$ cat config.mk
export PLATFORM = sky130hd
export DESIGN_NAME = keyed_watchdog
export DESIGN_NICKNAME = d
export VERILOG_FILES = /design/src/rtl/wdg_pkg.sv /design/src/rtl/wdg_keyseq.sv /design/src/rtl/wdg_timeout.sv /design/src/rtl/wdg_pulse.sv /design/src/rtl/keyed_watchdog.sv
export SDC_FILE = /design/constraint.sdc
export NUM_CORES = 1
export LEC_CHECK = 0
export BUFFER_PORTS_ARGS = -buffer_cell sky130_fd_sc_hd__buf_2
export CAP_MARGIN = 5
export CELL_PAD_IN_SITES_DETAIL_PLACEMENT = 0
export CELL_PAD_IN_SITES_GLOBAL_PLACEMENT = 1
export CORE_MARGIN = 2
export CORE_UTILIZATION = 47
export CTS_CLUSTER_DIAMETER = 40
export DETAILED_ROUTE_END_ITERATION = 8
export GPL_ROUTABILITY_DRIVEN = 0
export HOLD_SLACK_MARGIN = 0.03
export PLACE_DENSITY_LB_ADDON = 0.12
export RECOVER_POWER = 100
export SLEW_MARGIN = 20
export SYNTH_ARGS = -nofsm -noshare
export SYNTH_HDL_FRONTEND = slang
export SYNTH_SLANG_ARGS = --single-unit
$ cat constraint.sdc
create_clock -name clk -period 4.7 [get_ports clk]
set_input_delay 0.94 -clock clk [delete_from_list [all_inputs] [get_ports clk]]
set_output_delay 0.94 -clock clk [all_outputs]
set_load 0.02 [all_outputs]
$ cat src/rtl/wdg_pkg.sv
// Package: shared types for the keyed watchdog.
// Assumes: nothing beyond IEEE 1800-2017.
package wdg_pkg;

    // State of the two-step service key.
    typedef enum logic {
        KEY_IDLE  = 1'b0,
        KEY_ARMED = 1'b1
    } key_state_e;

    // Timeout scale code, as presented on the rate select input.
    typedef enum logic [1:0] {
        RATE_X1  = 2'd0,
        RATE_X4  = 2'd1,
        RATE_X16 = 2'd2,
        RATE_X64 = 2'd3
    } rate_e;

endpackage

$ cat src/rtl/wdg_keyseq.sv
// Module: wdg_keyseq
// Tracks the ordered service key. An arm value moves the state to ARMED.
// A clear value while ARMED produces a one-cycle clear request and disarms.
// Any other value disarms.
// Assumes: hold is high while the reset pulse is active; writes are then ignored.
module wdg_keyseq
    import wdg_pkg::*;
#(
    parameter logic [7:0] ARM_KEY = 8'h55,
    parameter logic [7:0] CLR_KEY = 8'hAA
) (
    input  logic       clk,
    input  logic       rst_n,
    input  logic       hold,
    input  logic       we,
    input  logic [7:0] data,
    output logic       clr,
    output key_state_e state
);

    logic hit_arm;
    logic hit_clr;

    // Decode the written byte against both key values.
    always_comb begin
        hit_arm = we && !hold && (data == ARM_KEY);
        hit_clr = we && !hold && (data == CLR_KEY);
    end

    // Clear request: only a clear value that finds the sequence armed.
    always_comb clr = hit_clr && (state == KEY_ARMED);

    // Key state update: arm on the arm value, drop on anything else written or in hold.
    always_ff @(posedge clk) begin
        if (!rst_n) begin
            state <= KEY_IDLE;
        end else if (hold) begin
            state <= KEY_IDLE;
        end else if (we) begin
            state <= hit_arm ? KEY_ARMED : KEY_IDLE;
        end
    end

    assert_arm_takes_R4: assert property (@(posedge clk) disable iff (!rst_n)
        hit_arm |=> state == KEY_ARMED);

    assert_clear_disarms_R3: assert property (@(posedge clk) disable iff (!rst_n)
        clr |=> state == KEY_IDLE);

    assert_hold_disarms_R9: assert property (@(posedge clk) disable iff (!rst_n)
        hold |=> state == KEY_IDLE);

endmodule

$ cat src/rtl/wdg_timeout.sv
// Module: wdg_timeout
// Counts clocks toward the timeout picked by the rate code. It raises expire
// for one cycle when the count meets the threshold (L-1). The count zeroes on
// expire, clear, hold and disable.
// Assumes: BASE_TICKS >= 1 and CW wide enough for BASE_TICKS*64.
module wdg_timeout
    import wdg_pkg::*;
#(
    parameter int BASE_TICKS = 1024,
    parameter int CW         = $clog2(BASE_TICKS * 64 + 1)
) (
    input  logic          clk,
    input  logic          rst_n,
    input  logic          off,
    input  logic          hold,
    input  logic          clr,
    input  logic [1:0]    rate,
    output logic          expire,
    output logic [CW-1:0] count
);

    localparam logic [CW-1:0] THR_X1  = CW'(BASE_TICKS * 1  - 1);
    localparam logic [CW-1:0] THR_X4  = CW'(BASE_TICKS * 4  - 1);
    localparam logic [CW-1:0] THR_X16 = CW'(BASE_TICKS * 16 - 1);
    localparam logic [CW-1:0] THR_X64 = CW'(BASE_TICKS * 64 - 1);

    logic [CW-1:0] thr;

    // Select the expiry threshold for the current rate code.
    always_comb begin
        unique case (rate_e'(rate))
            RATE_X1:  thr = THR_X1;
            RATE_X4:  thr = THR_X4;
            RATE_X16: thr = THR_X16;
            default:  thr = THR_X64;
        endcase
    end

    // Expiry: active, not serviced this cycle, and count at or past threshold.
    always_comb expire = !off && !hold && !clr && (count >= thr);

    // Timeout count: zero on any restart cause, otherwise advance.
    always_ff @(posedge clk) begin
        if (!rst_n) begin
            count <= '0;
        end else if (off || hold || clr || expire) begin
            count <= '0;
        end else begin
            count <= count + CW'(1);
        end
    end

    assert_off_holds_zero_R6: assert property (@(posedge clk) disable iff (!rst_n)
        off |=> count == '0);

    assert_count_bounded_R5: assert property (@(posedge clk) disable iff (!rst_n)
        count <= THR_X64);

    assert_expire_restarts_R8: assert property (@(posedge clk) disable iff (!rst_n)
        expire |=> count == '0);

endmodule

$ cat src/rtl/wdg_pulse.sv
// Module: wdg_pulse
// Stretches a one-cycle start into a reset pulse exactly PULSE_CYCLES long.
// Assumes: start is never raised while busy (the parent holds the timer).
module wdg_pulse #(
    parameter int PULSE_CYCLES = 16,
    parameter int PW           = $clog2(PULSE_CYCLES + 1)
) (
    input  logic clk,
    input  logic rst_n,
    input  logic start,
    output logic busy
);

    logic [PW-1:0] left;

    // Remaining pulse cycles: load on start, count down to zero.
    always_ff @(posedge clk) begin
        if (!rst_n) begin
            left <= '0;
        end else if (start && left == '0) begin
            left <= PW'(PULSE_CYCLES);
        end else if (left != '0) begin
            left <= left - PW'(1);
        end
    end

    // Pulse is high while cycles remain.
    always_comb busy = (left != '0);

    assert_no_retrigger_R7: assert property (@(posedge clk) disable iff (!rst_n)
        busy |-> !start);

    assert_load_full_R7: assert property (@(posedge clk) disable iff (!rst_n)
        start |=> left == PW'(PULSE_CYCLES));

    assert_left_bounded_R7: assert property (@(posedge clk) disable iff (!rst_n)
        left <= PW'(PULSE_CYCLES));

endmodule

$ cat src/rtl/keyed_watchdog.sv
// Module: keyed_watchdog (top)
// Watchdog that issues a fixed-length reset pulse unless serviced with an
// arm value followed by a clear value before the selected timeout.
// Assumes: wd_off is static configuration or changes rarely; synchronous reset.
module keyed_watchdog
    import wdg_pkg::*;
#(
    parameter int         BASE_TICKS   = 1024,
    parameter int         PULSE_CYCLES = 16,
    parameter logic [7:0] ARM_KEY      = 8'h55,
    parameter logic [7:0] CLR_KEY      = 8'hAA
) (
    input  logic       clk,
    input  logic       rst_n,
    input  logic       wd_off,
    input  logic [1:0] rate_sel,
    input  logic       svc_we,
    input  logic [7:0] svc_data,
    output logic       sys_rst
);

    localparam int CW = $clog2(BASE_TICKS * 64 + 1);
    localparam int PW = $clog2(PULSE_CYCLES + 1);

    logic          clr;
    logic          expire;
    logic          busy;
    logic [CW-1:0] count;
    key_state_e    kstate;

    wdg_keyseq #(
        .ARM_KEY (ARM_KEY),
        .CLR_KEY (CLR_KEY)
    ) u_key (
        .clk   (clk),
        .rst_n (rst_n),
        .hold  (busy),
        .we    (svc_we),
        .data  (svc_data),
        .clr   (clr),
        .state (kstate)
    );

    wdg_timeout #(
        .BASE_TICKS (BASE_TICKS),
        .CW         (CW)
    ) u_tmo (
        .clk    (clk),
        .rst_n  (rst_n),
        .off    (wd_off),
        .hold   (busy),
        .clr    (clr),
        .rate   (rate_sel),
        .expire (expire),
        .count  (count)
    );

    wdg_pulse #(
        .PULSE_CYCLES (PULSE_CYCLES),
        .PW           (PW)
    ) u_pls (
        .clk   (clk),
        .rst_n (rst_n),
        .start (expire),
        .busy  (busy)
    );

    // Drive the reset output from the pulse stretcher.
    always_comb sys_rst = busy;

    assert_quiet_when_off_R6: assert property (@(posedge clk) disable iff (!rst_n)
        (wd_off && !sys_rst) |=> !sys_rst);

    assert_restart_after_pulse_R8: assert property (@(posedge clk) disable iff (!rst_n)
        $fell(sys_rst) |-> count == '0);

    assert_service_clears_R2: assert property (@(posedge clk) disable iff (!rst_n)
        (clr && !wd_off) |=> (count == '0 && kstate == KEY_IDLE));

    assert_rise_needs_expiry_R5: assert property (@(posedge clk) disable iff (!rst_n)
        $rose(sys_rst) |-> $past(expire));

endmodule

======== Word level (Yosys, flattened, before mapping) ========
Index checks and enable logic that the tools add are counted.
Widths: inputs -> output; s select.
storage, ports and cells
  bits in registers ....................... 23
  output and inout bits ................... 1
cells by class
  order comparisons ....................... 1
  reductions and logical operators ........ 21
  $add $sub $neg .......................... 2
  eq/ne operators ......................... 4
  multiplexer cells ....................... 4
  bitwise gates (word level) .............. 1
operators with widths
  operator               number
  $pmux 16 s3            1
  $add 17x1->17 const B  1
  $ge 17x16->1           1
  $mux 5                 2
  $eq 8x7->1 const B     1
  $eq 8x8->1 const B     1
  $logic_and 1x1->1      8
  $reduce_or 2->1        3
  $logic_not 5->1        1
  $reduce_bool 5->1      1
  $sub 5x1->5 const B    1
  $logic_not 1->1        3
  $logic_or 1x1->1       3
  $eq 2x1->1 const B     1
  $eq 2x2->1 const B     1
  $logic_not 2->1        1
  $reduce_bool 2->1      1
  $mux 1                 1
  $not 1->1              1

======== Longest topological paths before layout ========
Gate-level depths: netlist (run 1).
  depth in word-level cells ............... 10
  depth in mapped cells ................... 11

======== Cells and area by module ========
A second synthesis (run 1) with hierarchy kept.
unflattened totals
  cells, all modules ...................... 137
  area, all modules ....................... 1,323.8 um^2
by module, submodules not included
  module       area each (um^2)  sequential area each (um^2)  cells an instance  times used
  wdg_timeout  952.2             340.3                        101                1
  wdg_pulse    269.0             100.1                        26                 1
  wdg_keyseq   102.6             20.0                         10                 1

======== Worst setup path before layout (run 1) ========
No wires, ideal clock.
  path kind ............................... in2reg
  from .................................... input rate_sel[1]
  to ...................................... register u_tmo.count[10]
  path buffers ............................ 3
  arrival ................................. 2.628 ns
  data required time ...................... 4.638 ns
  stages on the path ...................... 10
  path slack .............................. 2.010 ns
  cell sequence ........................... buf_4 -> nand2_1 -> ha_1 -> and3b_1 -> o21ai_0 -> nand3_1 -> or4_4 -> buf_6 -> buf_12 -> nor2_4
on the way
  cells in the longest elaborated chain, start to end .. 6
  elaborated cells between the ends (all ways) .. 8
ends and longest elaborated chain
  what                                      line                  text
  start, declared                           keyed_watchdog.sv:16  input logic [1:0] rate_sel,
  $eq 2x2->1, or another cell as far along  wdg_timeout.sv:31     unique case (rate_e'(rate))
  $pmux 16 s3 (*)                           wdg_timeout.sv:31
  $ge 17x16->1 (*)                          wdg_timeout.sv:40     always_comb expire = !off && !hold && !clr && (count >= thr);
  $logic_and 1x1->1 (*)                     wdg_timeout.sv:40
  $logic_or 1x1->1 (*)                      wdg_timeout.sv:46     end else if (off || hold || clr || expire) begin
  $reduce_or 2->1 (no line) (*)             n/a
  end signal, assigned                      wdg_timeout.sv:49     count <= count + CW'(1);
  end, declared                             wdg_timeout.sv:19     output logic [CW-1:0] count
Mark *: on every way between the ends. The rest lies on a longest branch, timed or not.
A chain may end at the register's enable or synchronous reset.

======== Worst setup path in the final report (run 1) ========
  from .................................... input rate_sel[1]
  to ...................................... register u_tmo.count[4]
Same word-level chain as after synthesis.

==> results of run 1 <==
power groups by stage:
stage | registers [mW] | clock network (mW) | logic, mW
after floorplan | 0.244 | 0 | 0.170
after global placement | 0.248 | 0 | 0.191
after detailed placement | 0.249 | 0 | 0.197
after CTS | 0.244 | 0.0977 | 0.199
after global routing | 0.242 | 0.104 | 0.208
final | 0.238 | 0.0921 | 0.181
final cells by class:
type                       count  area [um2]  share of cell area
multi-input combinational    112       767.0              0.5518
sequential                    23       460.4              0.3312
timing repair buffer          14       67.56             0.04860
tap                           31       38.79             0.02790
inverter                       8       30.03             0.02160
clock buffer                   4       26.28             0.01890
per-layer routing:
metal / share of wire / vias up / GRT usage
met1: 0.51 / 474 / 0.2170
met5: 0 / - / 0
met2: 0.46 / 5 / 0.2479
li1: - / 531 / -
met4: 0.0084 / 0 / 0.04983
met3: 0.020 / 2 / 0.02268
worst paths after layout:
kind | end | cells past startpoint
setup / recovery | u_tmo.count[4] | 9
hold / removal | u_tmo.count[0] | 1
hold reg to reg | u_tmo.count[0] | 1
setup reg to reg | u_tmo.count[4] | 6
stage by stage:
step	setup slack, ps	util	instances	power (mW)	hold slack [ps]
finish	1643	0.5085	192	0.5110	472.5
CTS	2123	0.5162	192	0.5413	475.5
global route	1398	0.5085	192	0.5536	498.8
detailed placement	1854	0.5066	188	0.4466	453.3
floorplan	2010	-	149	0.4135	427.4
global placement	1921	0.5066	188	0.4389	444.3
state kept, by name, indices dropped and copies added, names as in the netlist:
signal	flops
u_pls.left	5
u_tmo.count	17
u_key.state	1
cell families (layout without fill, tap and decap cells):
group                      count (synthesis)  after routing
adders and majority gates                  6              6
DFF                                       23             23
and+or+nand+nor                           75             75
buffers and inverters                     14             26
xor gates and xnor gates                  18             18
AOI/OAI and AO/OA                         13             13
cell usage after synthesis (all sizes together), types with 2 or more instances:
library cell / number / share of area
nand4: 3 / 0.014
nor2: 31 / 0.14
nand2: 8 / 0.024
buf: 5 / 0.041
nor4bb: 2 / 0.015
nor4b: 2 / 0.024
o21ai: 3 / 0.011
or4: 2 / 0.014
nand3: 13 / 0.049
inv: 8 / 0.022
nor3: 4 / 0.015
xor2: 9 / 0.059
xnor2: 9 / 0.059
and3: 3 / 0.014
nor2b: 2 / 0.011
ha: 6 / 0.056
a31oi: 2 / 0.0094
dfxtp: 23 / 0.34
layout by cell type, fill, tap and decap left out, drive strengths merged:
master	n
a41o	1
a31oi	2
clkbuf	6
nor4b	2
nor3	4
a21oi	1
or4	2
inv	8
buf	12
xnor2	9
o21bai	1
o21ai	3
nor2b	2
o31ai	1
nand2b	1
a311o	1
o211ai	1
and2b	1
nor4bb	2
nand4	3
nand3	13
nand2	8
o41ai	1
a21boi	1
and3b	1
and4b	1
nor2	31
and2	1
and3	3
dfxtp	23
ha	6
xor2	9
worst max-delay path, delay by kind of cell:
family	cells	cell delay, ps
adders and majority gates	1	330
buffers and inverters	1	300
AOI/OAI and AO/OA	2	360
and+or+nand+nor	5	1290
==> results.ini, run 1 <==
[cts]
clk_pin_slew_ps=130
post_cts_hold_buffer_count=0
insertion_delay_ps=310
clk_tree_root_cell=clkbuf_4
tritoncts_buffers=3
cts_setup_buffers=0
h-tree-depth=1
cts.repair.resized=0
clock_tree_from_tritoncts=yes
cts.path.max_buffers=2
number_of_clock_sinks=23

[die]
boundaryPins=15
die_height_um=57.30
initial_cell_density_of_the_core=0.4883
floorplan.core_area_mm2=0.002734
fp.dieArea_mm2=0.003283
die-width_um=57.30
row_count=19

[run_status]
run_status=complete, no violations

[critical_path]
cp-startpoint=rate_sel[1]
crit_path_max_fanout=17
crit_path_cell_trace=clkbuf_1, nand2_1, ha_1, nand2_1, nor2_1, o211ai_1, a31oi_1, or4_1, nor2_1
critical_path_required_ps=4870
critPathMaxStageDelay_ps=860
cp_slowest_cell=or4_1
cp-start-kind=primary input
path_type_of_the_worst_setup_path=in -> reg
rrSetupSlack_ps=1870
worst_r2r_startpoint=u_pls.left[0]
cp_data_arrival_time_ps=3230
timing.critical_path.to_type=flop

[logic_synthesis]
synth_compound_gate_area_share=0.06842
synthXorXnorAreaFrac=0.1181
syn-mean-instance-area_um2=8.960
dominant_combinational_cell_family_by_area_after_synthesis=simple AND/OR/NAND/NOR gates
yosys_warnings=0
yosys_register_bits=23
synthesized_instance_count=149
synth-edff-count=0
synth.mux.area_fraction=0
postSynth.topFlopCell=dfxtp_1
portion_of_the_post_synthesis_area_used_by_sequential_elements=0.3449
synth_nets=169
yosys.cell_types.count=41
syn-cell-area_mm2=0.001335
synthSimpleGateAreaFrac=0.3458
synth_adder_area_share=0.05623
postSynth.asyncResetShare=0

[global_routing]
grt_pass1_wl_mm=4.153
grt_max_degree=18
track_usage=0.1553
first_global_vias=1011
grt_overflow=0
antenna_found_initial=0

[power]
p_per_area_mw_per_mm2=367.6
sequential_fraction_of_design_power=0.466
internal_power_uw=320.4
power_switching_uw=190.6
power_frac_clock=0.180
cellLeakagePower_nw=0.5167
sw_frac_of_total=0.3730
share_comb_of_total_power=0.353
power.ir.vdd_worst_uv=401.7

[cells_and_area]
fillerInstances=279
final_cell_area_mm2=0.001390
area_delta_synth_final_pct=4.124
drive_above_1_share=0.1677
final_net_count=182
antennaDiodeCount=0

[routing]
vias=1012
antenna_nets_post_route=0
route.detailed.drc=0
drt-total-wl_mm=2.262
detail_route.vias_per_cell=5.271
detail_route.iter0.violations=18
avgRoutedWirePerCell_um=11.78
drt-pass1-iter-count=4

[placed_design]
half_perimeter_wire_length_after_detailed_placement_mm=1.764
portBuffers=14
detailed_place.area_mm2=0.001385

[sta]
worst_pin_slew_ps=1047
max_slew_margin=0.3023
maxClockFrequency_mhz=327.1
rsz0062_at_grt=false
maxSlewViolCount=0
setup_tns_final_ps=0
timing.final.hold_violations=0
setup_viol_count_final=0
final.period_utilization=0.6505
fin_skew_ps=5.981
finalCriticalPeriod_ps=3057

[worst_hold_path]
worst_hold_path_type=reg -> reg
hold_path_startpoint=u_tmo.count[0]

[flow_run]
maxCapViolCount=0

Note: power is estimated with default switching activity, not from simulation.
==> run 2: changes to the inputs <==
Settings changed: ABC_AREA from default to 1, CORE_UTILIZATION 47 to 38.
Clock period 4.7 ns to 2.65 ns, I/O delays scaled along.
==> run 2 against run 1 <==
  * Global-route usage down 2.4 points
  * Highest routed layer unchanged
  * Worst hold slack got worse by 15 ps
  * Largest cell class unchanged
  * Register-to-register slack worse by 1200 ps
  * Critical endpoint is now u_tmo.count[12]
==> results.ini, run 2 <==
[power]
cellLeakagePower_nw=0.6214  ; was 0.5167 nW
power_switching_uw=344.0  ; was 190.6 uW
sw_frac_of_total=0.3636  ; was 0.3730
sequential_fraction_of_design_power=0.432  ; was 0.466
power.ir.vdd_worst_uv=231.7  ; was 401.7 uV
power_frac_clock=0.245  ; was 0.180
internal_power_uw=602.2  ; was 320.4 uW
p_per_area_mw_per_mm2=609.3  ; was 367.6 mW/mm2
share_comb_of_total_power=0.323  ; was 0.353
power_uw=946.2  ; was 511.0 uW

[cts]
cts.path.max_buffers=2  ; unchanged
tritoncts_buffers=3  ; unchanged
clock_tree_from_tritoncts=yes  ; unchanged
insertion_delay_ps=270  ; was 310 ps
h-tree-depth=1  ; unchanged
clk_pin_slew_ps=90  ; was 130 ps
number_of_clock_sinks=23  ; unchanged
post_cts_hold_buffer_count=0  ; unchanged
cts.repair.resized=0  ; unchanged
clk_tree_root_cell=clkbuf_8  ; was clkbuf_4
cts_setup_buffers=0  ; unchanged

[logic_synthesis]
synthMostInstantiatedCell=nand2_1  ; was dfxtp_1
yosys_warnings=0  ; unchanged
synth.largest_area_cell=dfxtp_1  ; unchanged
synthesized_instance_count=193  ; was 149
synth-edff-count=0  ; unchanged
postSynth.topFlopCell=dfxtp_1  ; unchanged
yosys.cell_types.count=29  ; was 41
syn-mean-instance-area_um2=7.514  ; was 8.960 um2
synth_commonest_cells=nand2_1 (39), inv_1 (28), nor2_1 (27)  ; was dfxtp_1 (23), nor2_1 (21), nand3_1 (13)
synth_largest_type_area_fraction=0.3175  ; was 0.3449
syn-cell-area_mm2=0.001450  ; was 0.001335 mm2
top_cells_by_area_in_the_synthesized_netlist=dfxtp_1 (32%), nand2_1 (10%), nor2_4 (8.5%)  ; was dfxtp_1 (34%), nor2_4 (6.7%), nor2_1 (5.9%)
yosys_register_bits=23  ; unchanged
synth_nets=213  ; was 169
postSynth.asyncResetShare=0  ; unchanged
portion_of_the_post_synthesis_area_used_by_sequential_elements=0.3175  ; was 0.3449

[sta]
finalCriticalPeriod_ps=2006
setup_viol_count_final=0  ; unchanged
maxClockFrequency_mhz=498.6
worst_pin_slew_ps=459.3  ; was 1047 ps
rsz0062_at_grt=false  ; unchanged
maxSlewViolCount=0  ; unchanged
finalHoldWorstSlack_ps=457.4  ; was 472.5 ps
max_slew_margin=0.6914  ; was 0.3023
final.setup.worst_slack_ps=644.3  ; was 1643 ps
setup_tns_final_ps=0  ; unchanged
timing.final.hold_violations=0  ; unchanged
fin_skew_ps=8.572  ; was 5.981 ps
final.period_utilization=0.7569

[flow_run]
maxCapViolCount=0  ; unchanged

[critical_path]
critical_path_required_ps=2840  ; was 4870 ps
cpLargestDelayFamily=simple AND/OR/NAND/NOR gates  ; unchanged
crit_path_cell_trace=inv_1, ha_1, nand4_1, nor2_1, nand2_1, nor2_1, nand3_4, nor3_1  ; was clkbuf_1, nand2_1, ha_1, nand2_1, nor2_1, o211ai_1, a31oi_1, or4_1, nor2_1
cp_slowest_cell=dfxtp_1  ; was or4_1
critPathMostFrequentCell=nor2_1
crit_path_max_fanout=17  ; unchanged
path_buf_inv=1  ; unchanged
cp-start-kind=flop  ; was primary input
cp_data_arrival_time_ps=2200  ; was 3230 ps
path_type_of_the_worst_setup_path=reg -> reg  ; was in -> reg
critPathMaxStageDelay_ps=340  ; was 860 ps
timing.critical_path.to_type=flop  ; unchanged

[routing]
drt-pass1-iter-count=4  ; unchanged
antenna_nets_post_route=0  ; unchanged
detail_route.iter0.violations=20  ; was 18
drt-total-wl_mm=2.564  ; was 2.262 mm
detail_route.vias_per_cell=4.442  ; was 5.271
avgRoutedWirePerCell_um=9.938  ; was 11.78 um
vias=1146  ; was 1012
route.detailed.drc=0  ; unchanged

[die]
row_count=22  ; was 19
die_height_um=65.78  ; was 57.30 um
fp.dieArea_mm2=0.004326  ; was 0.003283 mm2
die-width_um=65.78  ; was 57.30 um
boundaryPins=15  ; unchanged
initial_cell_density_of_the_core=0.3961  ; was 0.4883
floorplan.core_area_mm2=0.003661  ; was 0.002734 mm2

[cells_and_area]
area_delta_synth_final_pct=7.075  ; was 4.124%
final_common_cell=nand2_1  ; was dfxtp_1
antennaDiodeCount=0  ; unchanged
drive_above_1_share=0.1857  ; was 0.1677
post-route-util=0.4241  ; was 0.5085
commonest_cells_after_routing_fill_and_taps_aside=nand2_1 (39), nor2_1 (29), inv_1 (28)  ; was dfxtp_1 (23), nor2_1 (21), nand3_1 (13)
registers.top_by_ff_count=u_tmo.count  ; unchanged
largest_registers=u_tmo.count (17), u_pls.left (5), u_key.state (1)  ; unchanged
final_net_count=231  ; was 182
largest_reg_flops=17  ; unchanged

[global_routing]
grt_pass1_wl_mm=4.464  ; was 4.153 mm
first_global_vias=1072  ; was 1011
grt_max_degree=18  ; unchanged
grt_overflow=0  ; unchanged
antenna_found_initial=0  ; unchanged
track_usage=0.1308  ; was 0.1553

[placed_design]
portBuffers=14  ; unchanged
place_worst_setup_slack_ps=361.7  ; was 1854 ps
half_perimeter_wire_length_after_detailed_placement_mm=2.032  ; was 1.764 mm

[run_status]
run_status=complete, no violations  ; unchanged

[worst_hold_path]
worst_hold_path_type=in -> reg  ; was reg -> reg

[run 2: cell count changes after synthesis, moves of 4 or more]
cell and delta:
a21oi_1 +4, inv_1 +20, nand2_1 +32, nand3_1 -9
nand3_2 +4, nor2_1 +6, nor3_1 +5, xnor2_1 -5
[run 2: worst reg2reg max path, cell delays in order (launching register included)]
cell and delay, ps:
dfxtp_1 340, inv_1 80, ha_1 180, nand4_1 300
nor2_1 180, nand2_1 90, nor2_1 170, nand3_4 330
nor3_1 260
[run 2: stage by stage]
| stage | instances | instance area (um2) |
|---|---|---|
| floorplan | 193 | 1450 |
| global placement | 254 | 1560 |
| detailed placement | 254 | 1560 |
| CTS | 258 | 1609 |
| global route | 258 | 1553 |
| finish | 258 | 1553 |
[run 2: logic make-up after synthesis]
kind of cell,Yosys count,share of synthesized area
simple gates,109,0.4211
buf+inv,32,0.09405
flops,23,0.3175
compound gates,12,0.04832
xor+xnor,10,0.06039
fa+ha+maj,6,0.05177
mux,1,0.006903
[run 2: worst paths after layout]
path / from / endpoint / slack (ps) / cells past startpoint
worst min-delay path: svc_we / u_key.state / 460 / 2
worst min register to register: u_tmo.count[0] / u_tmo.count[0] / 480 / 1
worst max-delay path: u_pls.left[0] / u_tmo.count[12] / 640 / 8
worst max register to register: u_pls.left[0] / u_tmo.count[12] / 640 / 8
[run 2: routing by layer]
layer  up-vias  track usage  share of wire
met5         -            0              0
met4         0      0.03906         0.0074
met3         3      0.02555          0.036
met2        16       0.2235           0.45
met1       491       0.1658           0.51
li1        636            -              -
[run 2: layout make-up]
type	instances	area [um2]
clock buffer	3	41.29
clock inverter	1	7.507
fill	382	2108
inverter	31	116.4
multi-input combinational	138	798.3
sequential	23	460.4
tap	48	60.06
timing repair buffer	14	68.82
[run 2: power by group through the flow]
stage,combinational [mW],sequential [mW],clock (mW)
floorplan,0.289,0.412,0
global placement,0.334,0.416,0
detailed placement,0.343,0.417,0
CTS,0.346,0.409,0.241
global route,0.360,0.414,0.248
finish,0.306,0.408,0.232
==> run 3: changes to the inputs <==
Settings changed: CORE_UTILIZATION 38 to 42.
Clock period 2.65 ns to 1.9 ns, I/O delays scaled along.
==> run 3 against run 2 <==
  * Sequential power is 41% higher
  * Cell count increased by 2.3%
  * Non-clock buffer count up 8
  * Global-route usage increased by 1.9 points
  * Sequential share of layout area is 1.5 points lower
  * Combinational power grew 71%
  * First-iteration DRC count increased by 110%
  * Routed wire length rose by 1.3%
  * Critical path type is now reg -> out
  * Critical endpoint is now sys_rst
==> results.ini, run 3 (synthesis gave the netlist of run 2 again) <==
[run_status]
run_status=complete, no violations  ; unchanged

[cells_and_area]
registers.top_by_ff_count=u_tmo.count  ; unchanged
largest_registers=u_tmo.count (17), u_pls.left (5), u_key.state (1)  ; unchanged
ff_latch_area_um2=462.9  ; was 460.4 um2
area_delta_synth_final_pct=13.29  ; was 7.075%
multiInputGateArea_um2=840.8  ; was 798.3 um2
final_net_count=239  ; was 231
drive_above_1_share=0.2523  ; was 0.1857
final_cell_area_mm2=0.001643  ; was 0.001553 mm2
antennaDiodeCount=0  ; unchanged
fillerInstances=347  ; was 382
commonest_cells_after_routing_fill_and_taps_aside=nand2_1 (39), inv_1 (28), nor2_1 (28)  ; was nand2_1 (39), nor2_1 (29), inv_1 (28)
final_common_cell=nand2_1  ; unchanged
largest_reg_flops=17  ; unchanged
post-route-util=0.4923  ; was 0.4241
stdcell_count=264  ; was 258

[placed_design]
dp_cells=259  ; was 254
half_perimeter_wire_length_after_detailed_placement_mm=2.155  ; was 2.032 mm
portBuffers=14  ; unchanged
detailed_place.area_mm2=0.001623  ; was 0.001560 mm2

[flow_run]
maxCapViolCount=0  ; unchanged

[sta]
maxSlewViolCount=0  ; unchanged
final.period_utilization=0.9393
worst_pin_slew_ps=297.7  ; was 459.3 ps
setup_tns_final_ps=0  ; unchanged
finalCriticalPeriod_ps=1785
maxClockFrequency_mhz=560.3
setup_viol_count_final=0  ; unchanged
max_slew_margin=0.8000  ; was 0.6914
timing.final.hold_violations=0  ; unchanged
fin_skew_ps=7.331  ; was 8.572 ps
rsz0062_at_grt=false  ; unchanged

[critical_path]
critical_path_required_ps=1520  ; was 2840 ps
timing.critical_path.to_type=output pin  ; was flop
cpLargestDelayFamily=buffers and inverters  ; was simple AND/OR/NAND/NOR gates
critPathMaxStageDelay_ps=360  ; was 340 ps
cp-start-kind=flop  ; unchanged
crit_path_max_fanout=6  ; was 17
path_type_of_the_worst_setup_path=reg -> out  ; was reg -> reg
cp_data_arrival_time_ps=1400  ; was 2200 ps
cp_slowest_cell=dfxtp_2  ; was dfxtp_1
path_buf_inv=3  ; was 1
crit_path_cell_trace=inv_1, ha_1, nand4_4, buf_4, clkbuf_2  ; was inv_1, ha_1, nand4_1, nor2_1, nand2_1, nor2_1, nand3_4, nor3_1

[routing]
drt-pass1-iter-count=4  ; unchanged
vias=1200  ; was 1146
drt-total-wl_mm=2.598  ; was 2.564 mm
avgRoutedWirePerCell_um=9.841  ; was 9.938 um
antenna_nets_post_route=0  ; unchanged
route.detailed.drc=0  ; unchanged
detail_route.iter0.violations=41  ; was 20
detail_route.vias_per_cell=4.545  ; was 4.442

[power]
p_per_area_mw_per_mm2=808.5  ; was 609.3 mW/mm2
cellLeakagePower_nw=0.6828  ; was 0.6214 nW
power.ir.vdd_worst_uv=581.0  ; was 231.7 uV
power_mw=1.328  ; was 946.2 uW

[die]
floorplan.core_area_mm2=0.003337  ; was 0.003661 mm2
boundaryPins=15  ; unchanged
die_height_um=62.76  ; was 65.78 um
row_count=21  ; was 22
initial_cell_density_of_the_core=0.4346  ; was 0.3961
fp.dieArea_mm2=0.003939  ; was 0.004326 mm2
die-width_um=62.76  ; was 65.78 um

[global_routing]
track_usage=0.1497  ; was 0.1308
grt_pass1_wl_mm=4.705  ; was 4.464 mm
grt_max_degree=14  ; was 18
first_global_vias=1131  ; was 1072
antenna_found_initial=0  ; unchanged
grt_overflow=0  ; unchanged

[cts]
clk_pin_slew_ps=120  ; was 90 ps
insertion_delay_ps=320  ; was 270 ps
h-tree-depth=1  ; unchanged
number_of_clock_sinks=23  ; unchanged
clk_tree_root_cell=clkbuf_4  ; was clkbuf_8
post_cts_hold_buffer_count=0  ; unchanged
cts.path.max_buffers=2  ; unchanged
tritoncts_buffers=3  ; unchanged
clock_tree_from_tritoncts=yes  ; unchanged

[worst_hold_path]
worst_hold_path_type=in -> reg  ; unchanged

## run 3: routing by layer
metal / GRT usage / routed length, um / vias to the layer above
li1: - / - / 650
met1: 0.1903 / 1271 / 529
met2: 0.2433 / 1193 / 16
met3: 0.02703 / 74 / 5
met4: 0.07500 / 59 / 0
met5: 0 / 0 / -
## run 3: metrics by stage
step | worst slack, ps | hold slack (ps)
5_1_grt | 4.546 | 254.1
3_5_place_dp | 28.61 | 464.4
6_report | 115.4 | 260.7
2_1_floorplan | 308.1 | 446.2
4_1_cts | 52.94 | 247.4
3_3_place_gp | 101.1 | 463.7
## run 3: worst paths after layout
kind,startpoint,end,slack (ps),cells after the start
worst max register to register,u_tmo.count[0],u_tmo.count[3],170,9
worst max-delay path,u_pls.left[0],sys_rst,120,5
worst min-delay path,svc_we,u_key.state,260,2
worst min register to register,u_tmo.count[0],u_tmo.count[0],450,1
## run 3: worst reg2reg max path: stages, from the launching register on
cell and delay (ps):
dfxtp_2 380, ha_1 210, nand3_2 140, nor3_4 280, inv_2 40, nor2_1 120
a21oi_2 90, nand3_4 120, clkbuf_2 220, nor2_4 40
## run 3: cell type report
class / instances / area share
Timing Repair Buffer: 22 / 0.08378
Multi-Input combinational cell: 138 / 0.5118
Tap cell: 46 / 0.03503
Clock inverter: 1 / 0.003046
Inverter: 31 / 0.07083
Clock buffer: 3 / 0.01371
Sequential cell: 23 / 0.2818
## run 3: timing repair
item                                   4_1_cts  5_1_grt
endpoints found under the hold margin        0        0
resized for setup                            0        2
setup buffers                                0        1
setup endpoints to repair                    0        7
## run 3: report_power, final
part	leakage (nW)	internal (mW)	switching [mW]
Combinational	0.478	0.229	0.295
Sequential	0.187	0.537	0.0374
Clock	0.0177	0.0789	0.151
